File: src/rtl/seq_pkg.sv
package seq_pkg;

    localparam int WORD_W  = 32;
    localparam int OPC_W   = 4;
    localparam int CND_W   = 4;
    localparam int REG_AW  = 5;
    localparam int OPC_LSB = WORD_W - OPC_W;
    localparam int CND_LSB = OPC_LSB - CND_W;
    localparam int RA_LSB  = CND_LSB - REG_AW;
    localparam int RB_LSB  = RA_LSB - REG_AW;
    localparam int IMM_W   = RB_LSB;
    localparam int STEP    = 4;

    localparam logic [OPC_W-1:0] OP_COPY   = 4'd0;
    localparam logic [OPC_W-1:0] OP_LOAD   = 4'd1;
    localparam logic [OPC_W-1:0] OP_STORE  = 4'd2;
    localparam logic [OPC_W-1:0] OP_ADD    = 4'd3;
    localparam logic [OPC_W-1:0] OP_ADDF   = 4'd4;
    localparam logic [OPC_W-1:0] OP_DEC    = 4'd5;
    localparam logic [OPC_W-1:0] OP_TEST   = 4'd6;
    localparam logic [OPC_W-1:0] OP_BRANCH = 4'd7;

    localparam logic [CND_W-1:0] CC_ALWAYS = 4'd0;
    localparam logic [CND_W-1:0] CC_GT     = 4'd1;
    localparam logic [CND_W-1:0] CC_ZERO   = 4'd2;
    localparam logic [CND_W-1:0] CC_NZERO  = 4'd3;
    localparam logic [CND_W-1:0] CC_OVF    = 4'd4;
    localparam logic [CND_W-1:0] CC_CARRY  = 4'd5;
    localparam logic [CND_W-1:0] CC_NEG    = 4'd6;

    typedef enum logic [1:0] {
        PH_FETCH  = 2'd0,
        PH_LATCH  = 2'd1,
        PH_EXEC   = 2'd2,
        PH_LOADWB = 2'd3
    } phase_e;

    typedef struct packed {
        logic n;
        logic z;
        logic v;
        logic c;
    } flags_t;

    typedef struct packed {
        phase_e              phase;
        logic [WORD_W-1:0]   pc;
        logic [WORD_W-1:0]   ir;
        flags_t              cc;
    } core_state_t;

endpackage

File: src/rtl/seq_regfile.sv
module seq_regfile #(
    parameter int WIDTH  = 32,
    parameter int ADDR_W = 5,
    parameter int PORTS  = 2
) (
    input  logic                          clk,
    input  logic                          rst_n,
    input  logic                          we,
    input  logic [ADDR_W-1:0]             waddr,
    input  logic [WIDTH-1:0]              wdata,
    input  logic [PORTS-1:0][ADDR_W-1:0]  raddr,
    output logic [PORTS-1:0][WIDTH-1:0]   rdata
);
    localparam int DEPTH = 1 << ADDR_W;

    logic [WIDTH-1:0] regs_q [DEPTH];
    logic [WIDTH-1:0] regs_d [DEPTH];

    always_comb begin
        for (int i = 0; i < DEPTH; i++) begin
            regs_d[i] = regs_q[i];
        end
        if (we) begin
            regs_d[waddr] = wdata;
        end
    end

    always_ff @(posedge clk or negedge rst_n) begin
        if (!rst_n) begin
            for (int i = 0; i < DEPTH; i++) begin
                regs_q[i] <= '0;
            end
        end else begin
            for (int i = 0; i < DEPTH; i++) begin
                regs_q[i] <= regs_d[i];
            end
        end
    end

    generate
        for (genvar p = 0; p < PORTS; p++) begin : g_rport
            assign rdata[p] = regs_q[raddr[p]];
        end
    endgenerate

endmodule

File: src/rtl/seq_alu.sv
module seq_alu
    import seq_pkg::*;
#(
    parameter int WIDTH = 32
) (
    input  logic [WIDTH-1:0] a,
    input  logic [WIDTH-1:0] b,
    output logic [WIDTH-1:0] sum,
    output flags_t           flags
);
    logic [WIDTH:0] wide;

    always_comb begin
        wide    = {1'b0, a} + {1'b0, b};
        sum     = wide[WIDTH-1:0];
        flags.n = wide[WIDTH-1];
        flags.z = (wide[WIDTH-1:0] == '0);
        flags.c = wide[WIDTH];
        flags.v = (a[WIDTH-1] == b[WIDTH-1]) && (wide[WIDTH-1] != a[WIDTH-1]);
    end

endmodule

File: src/rtl/seq_cond.sv
module seq_cond
    import seq_pkg::*;
#(
    parameter int COND_W = 4
) (
    input  logic [COND_W-1:0] cond,
    input  flags_t            cc,
    output logic              take
);
    always_comb begin
        unique case (cond)
            CC_ALWAYS: take = 1'b1;
            CC_GT:     take = !cc.n && !cc.z;
            CC_ZERO:   take = cc.z;
            CC_NZERO:  take = !cc.z;
            CC_OVF:    take = cc.v;
            CC_CARRY:  take = cc.c;
            CC_NEG:    take = cc.n;
            default:   take = 1'b0;
        endcase
    end

endmodule

File: src/rtl/seq_core.sv
module seq_core
    import seq_pkg::*;
(
    input  logic              clk,
    input  logic              rst_n,
    output logic [WORD_W-1:0] mem_addr,
    output logic              mem_rd,
    output logic              mem_wr,
    output logic [WORD_W-1:0] mem_wdata,
    input  logic [WORD_W-1:0] mem_rdata,
    output logic [3:0]        cc_flags
);
    localparam int PAD_W = WORD_W - IMM_W - 2;

    core_state_t st_q, st_d;

    logic [OPC_W-1:0]              opc;
    logic [CND_W-1:0]              cnd;
    logic [REG_AW-1:0]             ra_idx, rb_idx;
    logic [IMM_W-1:0]              imm;
    logic [WORD_W-1:0]             abs_addr, br_target, pc_seq;
    logic [1:0][REG_AW-1:0]        rf_raddr;
    logic [1:0][WORD_W-1:0]        rf_rdata;
    logic [WORD_W-1:0]             val_a, val_b, alu_b, alu_sum;
    flags_t                        alu_flags;
    logic                          take;
    logic                          rf_we;
    logic [WORD_W-1:0]             rf_wdata;

    // instruction field decode
    assign opc       = st_q.ir[OPC_LSB +: OPC_W];
    assign cnd       = st_q.ir[CND_LSB +: CND_W];
    assign ra_idx    = st_q.ir[RA_LSB +: REG_AW];
    assign rb_idx    = st_q.ir[RB_LSB +: REG_AW];
    assign imm       = st_q.ir[0 +: IMM_W];
    assign abs_addr  = {{PAD_W{1'b0}}, imm, 2'b00};
    assign br_target = st_q.pc + {{PAD_W{imm[IMM_W-1]}}, imm, 2'b00};
    assign pc_seq    = st_q.pc + WORD_W'(STEP);

    assign rf_raddr[0] = ra_idx;
    assign rf_raddr[1] = rb_idx;
    assign val_a       = rf_rdata[0];
    assign val_b       = rf_rdata[1];
    assign alu_b       = (opc == OP_DEC) ? '1 : val_b;

    seq_regfile #(
        .WIDTH  (WORD_W),
        .ADDR_W (REG_AW),
        .PORTS  (2)
    ) u_rf (
        .clk   (clk),
        .rst_n (rst_n),
        .we    (rf_we),
        .waddr (ra_idx),
        .wdata (rf_wdata),
        .raddr (rf_raddr),
        .rdata (rf_rdata)
    );

    seq_alu #(
        .WIDTH (WORD_W)
    ) u_alu (
        .a     (val_a),
        .b     (alu_b),
        .sum   (alu_sum),
        .flags (alu_flags)
    );

    seq_cond #(
        .COND_W (CND_W)
    ) u_cond (
        .cond (cnd),
        .cc   (st_q.cc),
        .take (take)
    );

    // next-state and outputs
    always_comb begin
        st_d      = st_q;
        rf_we     = 1'b0;
        rf_wdata  = '0;
        mem_addr  = st_q.pc;
        mem_rd    = 1'b0;
        mem_wr    = 1'b0;
        mem_wdata = val_a;

        unique case (st_q.phase)
            PH_FETCH: begin
                mem_rd     = 1'b1;
                st_d.phase = PH_LATCH;
            end
            PH_LATCH: begin
                st_d.ir    = mem_rdata;
                st_d.phase = PH_EXEC;
            end
            PH_EXEC: begin
                st_d.phase = PH_FETCH;
                st_d.pc    = pc_seq;
                unique case (opc)
                    OP_COPY: begin
                        rf_we     = 1'b1;
                        rf_wdata  = val_b;
                        st_d.cc.n = val_b[WORD_W-1];
                        st_d.cc.z = (val_b == '0);
                    end
                    OP_LOAD: begin
                        mem_addr   = abs_addr;
                        mem_rd     = 1'b1;
                        st_d.pc    = st_q.pc;
                        st_d.phase = PH_LOADWB;
                    end
                    OP_STORE: begin
                        mem_addr  = abs_addr;
                        mem_wr    = 1'b1;
                        st_d.cc.n = val_a[WORD_W-1];
                        st_d.cc.z = (val_a == '0);
                    end
                    OP_ADD: begin
                        rf_we    = 1'b1;
                        rf_wdata = alu_sum;
                    end
                    OP_ADDF, OP_DEC: begin
                        rf_we    = 1'b1;
                        rf_wdata = alu_sum;
                        st_d.cc  = alu_flags;
                    end
                    OP_TEST: begin
                        st_d.cc.n = val_a[WORD_W-1];
                        st_d.cc.z = (val_a == '0);
                    end
                    OP_BRANCH: begin
                        if (take) begin
                            st_d.pc = br_target;
                        end
                    end
                    default: begin
                    end
                endcase
            end
            PH_LOADWB: begin
                rf_we      = 1'b1;
                rf_wdata   = mem_rdata;
                st_d.cc.n  = mem_rdata[WORD_W-1];
                st_d.cc.z  = (mem_rdata == '0);
                st_d.pc    = pc_seq;
                st_d.phase = PH_FETCH;
            end
            default: begin
                st_d.phase = PH_FETCH;
            end
        endcase
    end

    always_ff @(posedge clk or negedge rst_n) begin
        if (!rst_n) begin
            st_q.phase <= PH_FETCH;
            st_q.pc    <= '0;
            st_q.ir    <= '0;
            st_q.cc    <= '0;
        end else begin
            st_q <= st_d;
        end
    end

    assign cc_flags = st_q.cc;


    pc_step_chk: assert property (@(posedge clk) disable iff (!rst_n)
        (st_q.phase == PH_EXEC && opc != OP_BRANCH && opc != OP_LOAD)
        |=> (st_q.pc == $past(st_q.pc) + WORD_W'(STEP)));


    br_fall_chk: assert property (@(posedge clk) disable iff (!rst_n)
        (st_q.phase == PH_EXEC && opc == OP_BRANCH && !take)
        |=> (st_q.pc == $past(st_q.pc) + WORD_W'(STEP)));


    br_flags_chk: assert property (@(posedge clk) disable iff (!rst_n)
        (st_q.phase == PH_EXEC && opc == OP_BRANCH) |=> $stable(cc_flags));


    add_keep_chk: assert property (@(posedge clk) disable iff (!rst_n)
        (st_q.phase == PH_EXEC && opc == OP_ADD) |=> $stable(cc_flags));


    undef_keep_chk: assert property (@(posedge clk) disable iff (!rst_n)
        (st_q.phase == PH_EXEC && opc[OPC_W-1]) |=> ($stable(cc_flags) && !$past(rf_we)));


    move_vc_chk: assert property (@(posedge clk) disable iff (!rst_n)
        (st_q.phase == PH_EXEC && (opc == OP_COPY || opc == OP_TEST || opc == OP_STORE))
        |=> (cc_flags[1:0] == $past(cc_flags[1:0])));


    nz_excl_chk: assert property (@(posedge clk) disable iff (!rst_n)
        !(cc_flags[3] && cc_flags[2]));


    port_excl_chk: assert property (@(posedge clk) disable iff (!rst_n)
        !(mem_rd && mem_wr));


    wb_phase_chk: assert property (@(posedge clk) disable iff (!rst_n)
        rf_we |-> (st_q.phase == PH_EXEC || st_q.phase == PH_LOADWB));

endmodule

File: config.mk
export PLATFORM = sky130hd
export DESIGN_NAME = seq_core
export DESIGN_NICKNAME = d
export VERILOG_FILES = /design/src/rtl/seq_pkg.sv /design/src/rtl/seq_regfile.sv /design/src/rtl/seq_alu.sv /design/src/rtl/seq_cond.sv /design/src/rtl/seq_core.sv
export SDC_FILE = /design/constraint.sdc
export NUM_CORES = 2
export LEC_CHECK = 0
export ABC_AREA = 0
export ABC_CLOCK_PERIOD_IN_PS = 11000
export BUFFER_PORTS_ARGS = -buffer_cell sky130_fd_sc_hd__buf_2
export CORE_UTILIZATION = 65
export CTS_BUF_LIST = sky130_fd_sc_hd__clkbuf_2
export DETAILED_ROUTE_END_ITERATION = 16
export PLACE_DENSITY = 0.8
export SLEW_MARGIN = 20
export SYNTH_ARGS = -nofsm -noshare
export SYNTH_HDL_FRONTEND = slang
export SYNTH_SLANG_ARGS = --single-unit
File: constraint.sdc
create_clock -name clk -period 11 [get_ports clk]
set_input_delay 2.2 -clock clk [delete_from_list [all_inputs] [get_ports clk]]
set_output_delay 2.2 -clock clk [all_outputs]
set_load 0.05 [all_outputs]
* Word level (Yosys, flattened, before mapping)
Cells that the tools add are included.
** Cells by class
- Add/sub/neg operators :: 3
- $lt $le $gt $ge :: 3
- Eq/ne operators :: 20
- Mux-type cells :: 28
- Bitwise operators :: 2
- Reductions and logical operators :: 21
** Operators with widths (count)
- $bwmux W1024 :: 1
- $bmux W32 S5 :: 2
- $mux W32 :: 9
- $pmux W32 S2 :: 4
- $demux W32 S5 :: 1
- $logic_not A32 Y1 :: 4
- $add A32 B32 Y33 :: 1
- $add A32 B3 Y32 const B :: 1
- $add A32 B32 Y32 :: 1
- $eq A4 B3 Y1 const B :: 7
- $eq A4 B2 Y1 const B :: 4
- $ge A6 B6 Y1 const B :: 2
- $not A5 Y6 :: 2
- $eq A4 B1 Y1 const B :: 2
- $logic_not A4 Y1 :: 2
- $pmux W2 S4 :: 1
- $pmux W1 S7 :: 1
- $lt A6 B1 Y1 const B :: 1
- $pmux W2 S3 :: 1
- $reduce_and A2 Y1 :: 3
- $reduce_or A2 Y1 :: 3
- $eq A2 B2 Y1 const B :: 2
- $mux W1 :: 4
- $ne A4 B2 Y1 const B :: 1
- other kinds (13) :: 17
** Storage, ports and cells
- Bits in registers :: 1094
- Output and inout bits :: 70

* Depth between registers and ports, before layout
- Depth in word-level cells :: 9
- Gate-level depth with buffers :: 22

* Hierarchy
Synthesis repeated with hierarchy kept, for this count alone.
** Unflattened totals
- Cell total of the unflattened synthesis :: 5687
- Area, all modules :: 64588.2 sq um
** By module, submodules not included
- seq_regfile :: instances 1, cells an instance 4605, area each 56245.2 sq um
- seq_core :: instances 1, cells an instance 783, area each 6222.2 sq um
- seq_alu :: instances 1, cells an instance 290, area each 2063.2 sq um
- seq_cond :: instances 1, cells an instance 9, area each 57.6 sq um

* Worst setup path before layout
Ideal clock, no wire load.
- Kind :: register -> register
- Start point :: register st_q, in the netlist ra_idx[1]
- End point :: register u_rf.regs_q[1022] (netlist bit)
- Data arrival time :: 6.158 ns
- Setup slack :: 4.709 ns
- Cell stages (with the launch flop) :: 21
- Clock period less this slack :: 6.291 ns
- Cell sequence :: dfrtp_1 -> clkbuf_1 -> clkbuf_1 -> clkbuf_1 -> mux4_2 -> o22ai_1 -> nor4_1 -> ha_1 -> inv_1 -> fa_1 -> nor2b_1 -> o31a_1 -> or3_1 -> nand3_1 -> a21oi_1 -> a21oi_1 -> o31ai_1 -> mux2i_1 -> o221ai_1 -> clkbuf_1 -> o21ai_0
** On the way
- Longest elaborated chain between the ends :: 8
- Elaborated cells between the ends (all ways) :: 13
** Ends and longest elaborated chain
- start: declaration :: line seq_core.sv:15 : core_state_t st_q, st_d;
- start signal: assignment :: line seq_core.sv:161 : st_q <= st_d;
- $not A5 Y6 (implied by the code) :: line seq_regfile.sv:42 : assign rdata[p] = regs_q[raddr[p]];
- $bmux W32 S5 :: line seq_regfile.sv:42
- $mux W32 (implied by the code) (2 in series) :: line seq_regfile.sv:42
- via mem_wdata[0] :: line seq_core.sv:9 : output logic [WORD_W-1:0] mem_wdata,
- $add A32 B32 Y33 :: line seq_alu.sv:14 : wide = {1'b0, a} + {1'b0, b};
- $pmux W32 S2 :: line seq_core.sv:99 : unique case (opc)
- $pmux W32 S2 :: line seq_core.sv:87 : unique case (st_q.phase)
- $bwmux W1024 :: line seq_regfile.sv:24 : regs_d[waddr] = wdata;
- end signal: indexed assignment :: line seq_regfile.sv:35 : regs_q[i] <= regs_d[i];
- end: declaration :: line seq_regfile.sv:16 : logic [WIDTH-1:0] regs_q [DEPTH];
The timed path passes the listed nets, and every way through them passes these cells. The select of a mux whose other input is x is not followed.
A chain may end at the register's enable or synchronous reset.

* Worst setup path after layout
- Start point :: register st_q, in the netlist ra_idx[3]
- End point :: output port mem_wdata[2]
** On the way
- Longest elaborated chain between the ends :: 4
** Ends and longest elaborated chain (line)
- $not A5 Y6 (implied by the code) :: seq_regfile.sv:42
- $bmux W32 S5 :: seq_regfile.sv:42
- $mux W32 (implied by the code) (2 in series) :: seq_regfile.sv:42
- end: declaration :: seq_core.sv:9
Every way passes these cells. The select of a mux whose other input is x is not followed.

==> reports/qor.txt <==
====================================================================================
Crit path launch type                                                      flip-flop
Routed length per instance                                                   28.9 um
Most common flop cell mapped by yosys                                        dfrtp_1
Die Y                                                                         304 um
Storage cell area                                                          27400 um2
CP Buf/Inv Count                                                                   2
Root buf cell                                                               clkbuf_2
Biggest cell delay along the critical path                                   1060 ps
Maximum count of clock buffers along a single path                                 4
Post-synth EDFFs                                                                   0
Tcrit/Tclk final                                                               0.693
Core Footprint                                                             90300 um2
Multi-input logic area                                                     30300 um2
First-pass GRT wire length                                                    296 mm
Setup repair after global routing missed its margin                               no
Critical path class                                                          reg2out
Max-cap viol count                                                                 0
Num CTS Buffers                                                                  296
Sequential share of the synthesized area                                       0.460
Ratio of cells with drive above 1 in the final layout                          0.245
Master of the slowest instance on the critical path                           nor4_1
Initial antenna violation count                                                   12
CTS Hold Bufs                                                                      0
Min-Delay Path Class                                                         reg2reg
PortBufs                                                                         101
Number of failing setup endpoints in the final timing report                       0
Cells after Synth                                                               5410
Pin count of the biggest net entering global routing                             166
Overall via count from detail_route                                            49100
Resize count post-CTS                                                              0
Total negative slack                                                            0 ps
Violation count after the first detailed-routing iteration                      7292
Leakage power summed over all cells                                          27.7 nW
Tot Pwr                                                                     0.0230 W
Pwr per Cell Area                                                         365 nW/um2
Critical path required time                                                  8800 ps
Post-synthesis sequential element count                                         1092
Clock tree from TritonCTS                                                      built
Number of buffers inserted to repair setup after CTS                               0
CP cell instances                                                       nand3b_1, buf_4, o22ai_1, nor4_1, buf_2
Detailed-route DRC error count                                                     0
Weighted congestion at the end of routability-driven global placement           1.03
Post-synthesis async set-or-reset flop share                                    1.00
CP Data Arrival Time                                                         5430 ps
Max frequency                                                              0.131 GHz
Final hold viol count                                                              0
Effective utilization at floorplan                                             0.659
Worst clock skew                                                              188 ps
Clock-pin slew on the worst setup and hold paths                               90 ps
Leading cell type in the layout, fill and taps excluded                      nand2_1
Clock Sink Count                                                                1092
Clock Latency Late Sink                                                      1670 ps
Actual transition at the worst max-transition pin                            1260 ps
DRT Pass-1 Iters                                                                  10
# fillers                                                                       6426
Post-layout min period                                                       7630 ps
Synth top area share                                                           0.460
Cell taking the most area after synthesis                                    dfrtp_1
Crit path max fanout                                                              21
Status                                                                     completed
Final #Nets                                                                     5503
Count of different cell masters after synthesis                                   78
Pins over their slew limit                                                         0
Number of global-route vias before repair                                      48400
Tot GR Track Use                                                               0.431
Post-DRT Antenna Nets                                                              0
Worst max-slew margin expressed relative to the limit                          0.157
Commonest cells after routing, fill and taps aside                      1105 x nand2_1, 1084 x dfrtp_1, 1030 x o21ai_0
I/O pin cnt                                                                      104
Routed Wire Length                                                            196 mm
Ratio of routed vias to standard cells                                          7.25
Worst supply voltage drop on vdd                                            0.356 mV
Chip Width                                                                    304 um
Avg Cell Area, Syn                                                          11.0 um2
Critical path endpoint category                                          output port
Crit-path leading delay family                                          simple AND/OR/NAND/NOR gates
Die area                                                                   92700 um2
Synth warnings                                                                     0
Dominant cells by area after synthesis                                  dfrtp_1 46%, mux4_2 22%, o21ai_0 8.7%
Overall overflow remaining after global route                                      0
Area growth syn-to-layout                                                      6.19%
Combined area of all synthesized cells                                     59500 um2
Slack of the worst reg-to-reg path                                           3840 ps
CTS HTree Levels                                                                   5
Half-perimeter wire length after placement                                    110 mm
Std-Cell Rows                                                                    110
====================================================================================
## state kept, by name (all words and copies together), names as in the netlist
register     cells
u_rf.regs_q   1024
st_q            32
abs_addr        14
ra_idx           5
rb_idx           5
cc_flags         4
cnd              4
opc              4
## worst reg2reg max path, cell delays in order, from the launching register on
cell	delay (ps)
dfrtp_1	640
nand3b_1	790
buf_4	730
o22ai_1	200
nor4_1	1060
ha_1	450
nor2b_1	170
o31a_1	290
or3_1	400
and3_1	240
o21ai_1	280
a211oi_1	120
a311o_1	350
a21oi_1	170
a211o_1	810
o21ai_0	270
## worst paths after layout
path,from,endpoint,cells after the start
max in group asynchronous,rst_n,rb_idx[2]$_DFFE_PN0N_,3
worst min register to register,u_rf.regs_q[296]$_DFFE_PN0P_,u_rf.regs_q[296]$_DFFE_PN0P_,2
worst max register to register,ra_idx[3]$_DFFE_PN0N_,u_rf.regs_q[980]$_DFFE_PN0P_,15
worst min-delay path,u_rf.regs_q[296]$_DFFE_PN0P_,u_rf.regs_q[296]$_DFFE_PN0P_,2
worst max-delay path,ra_idx[3]$_DFFE_PN0N_,mem_wdata[2],5
min in group asynchronous,rst_n,u_rf.regs_q[1003]$_DFFE_PN0P_,1
## layout make-up
class,count,area share
Antenna cell,6,0.000238
Clock buffer,415,0.0329
Clock inverter,70,0.00606
Inverter,29,0.00172
Multi-Input combinational cell,3785,0.480
Sequential cell,1092,0.433
Tap cell,1176,0.0233
Timing Repair Buffer,201,0.0224
## metrics by stage
stage	util	setup slack [ps]	cell area (um2)	hold slack [ps]	std cells
after CTS	0.699	3370	63100	505	6767
final	0.699	3370	63100	503	6774
after global placement	0.671	4170	60600	457	6282
after floorplan	-	4710	59500	437	5411
after detailed placement	0.671	3990	60600	485	6282
after global routing	0.699	3210	63100	521	6773
## Yosys cell counts, types with 50 or more instances
master    number
mux2_2        82
mux4_2       576
dfrtp_1     1092
buf_2         61
nor2_1        73
o22ai_1      134
nor4_1        54
o21ai_1       50
clkbuf_1     394
o21ai_0     1030
nand2_1     1138
ha_1          62
a21oi_1       95
## power by group
part	switching [W]	internal, W
logic	0.00777	0.00544
clock network	0.00175	0.00110
registers	0.00150	0.00549
total	0.0110	0.0120
## per-layer routing
layer	vias up	share of wire	GRT usage
met5	-	0.00034	0
met3	878	0.16	0.175
met4	10	0.064	0.253
li1	20100	-	-
met2	4034	0.43	0.614
met1	24000	0.34	0.561
## cells by family (layout without fill, tap and decap cells)
logic type / count (synthesis) / in the layout / synth area share
AOI/OAI and AO/OA: 1504 / 1504 / 0.139
xor gates and xnor gates: 33 / 33 / 0.00486
adders and majority gates: 64 / 64 / 0.0137
buffers and inverters: 534 / 715 / 0.0373
DFF: 1092 / 1092 / 0.460
muxes: 692 / 692 / 0.239
other: 1 / 8 / 0.0000631
and+or+nand+nor: 1490 / 1490 / 0.106
Power figures use the tool's default switching activity.
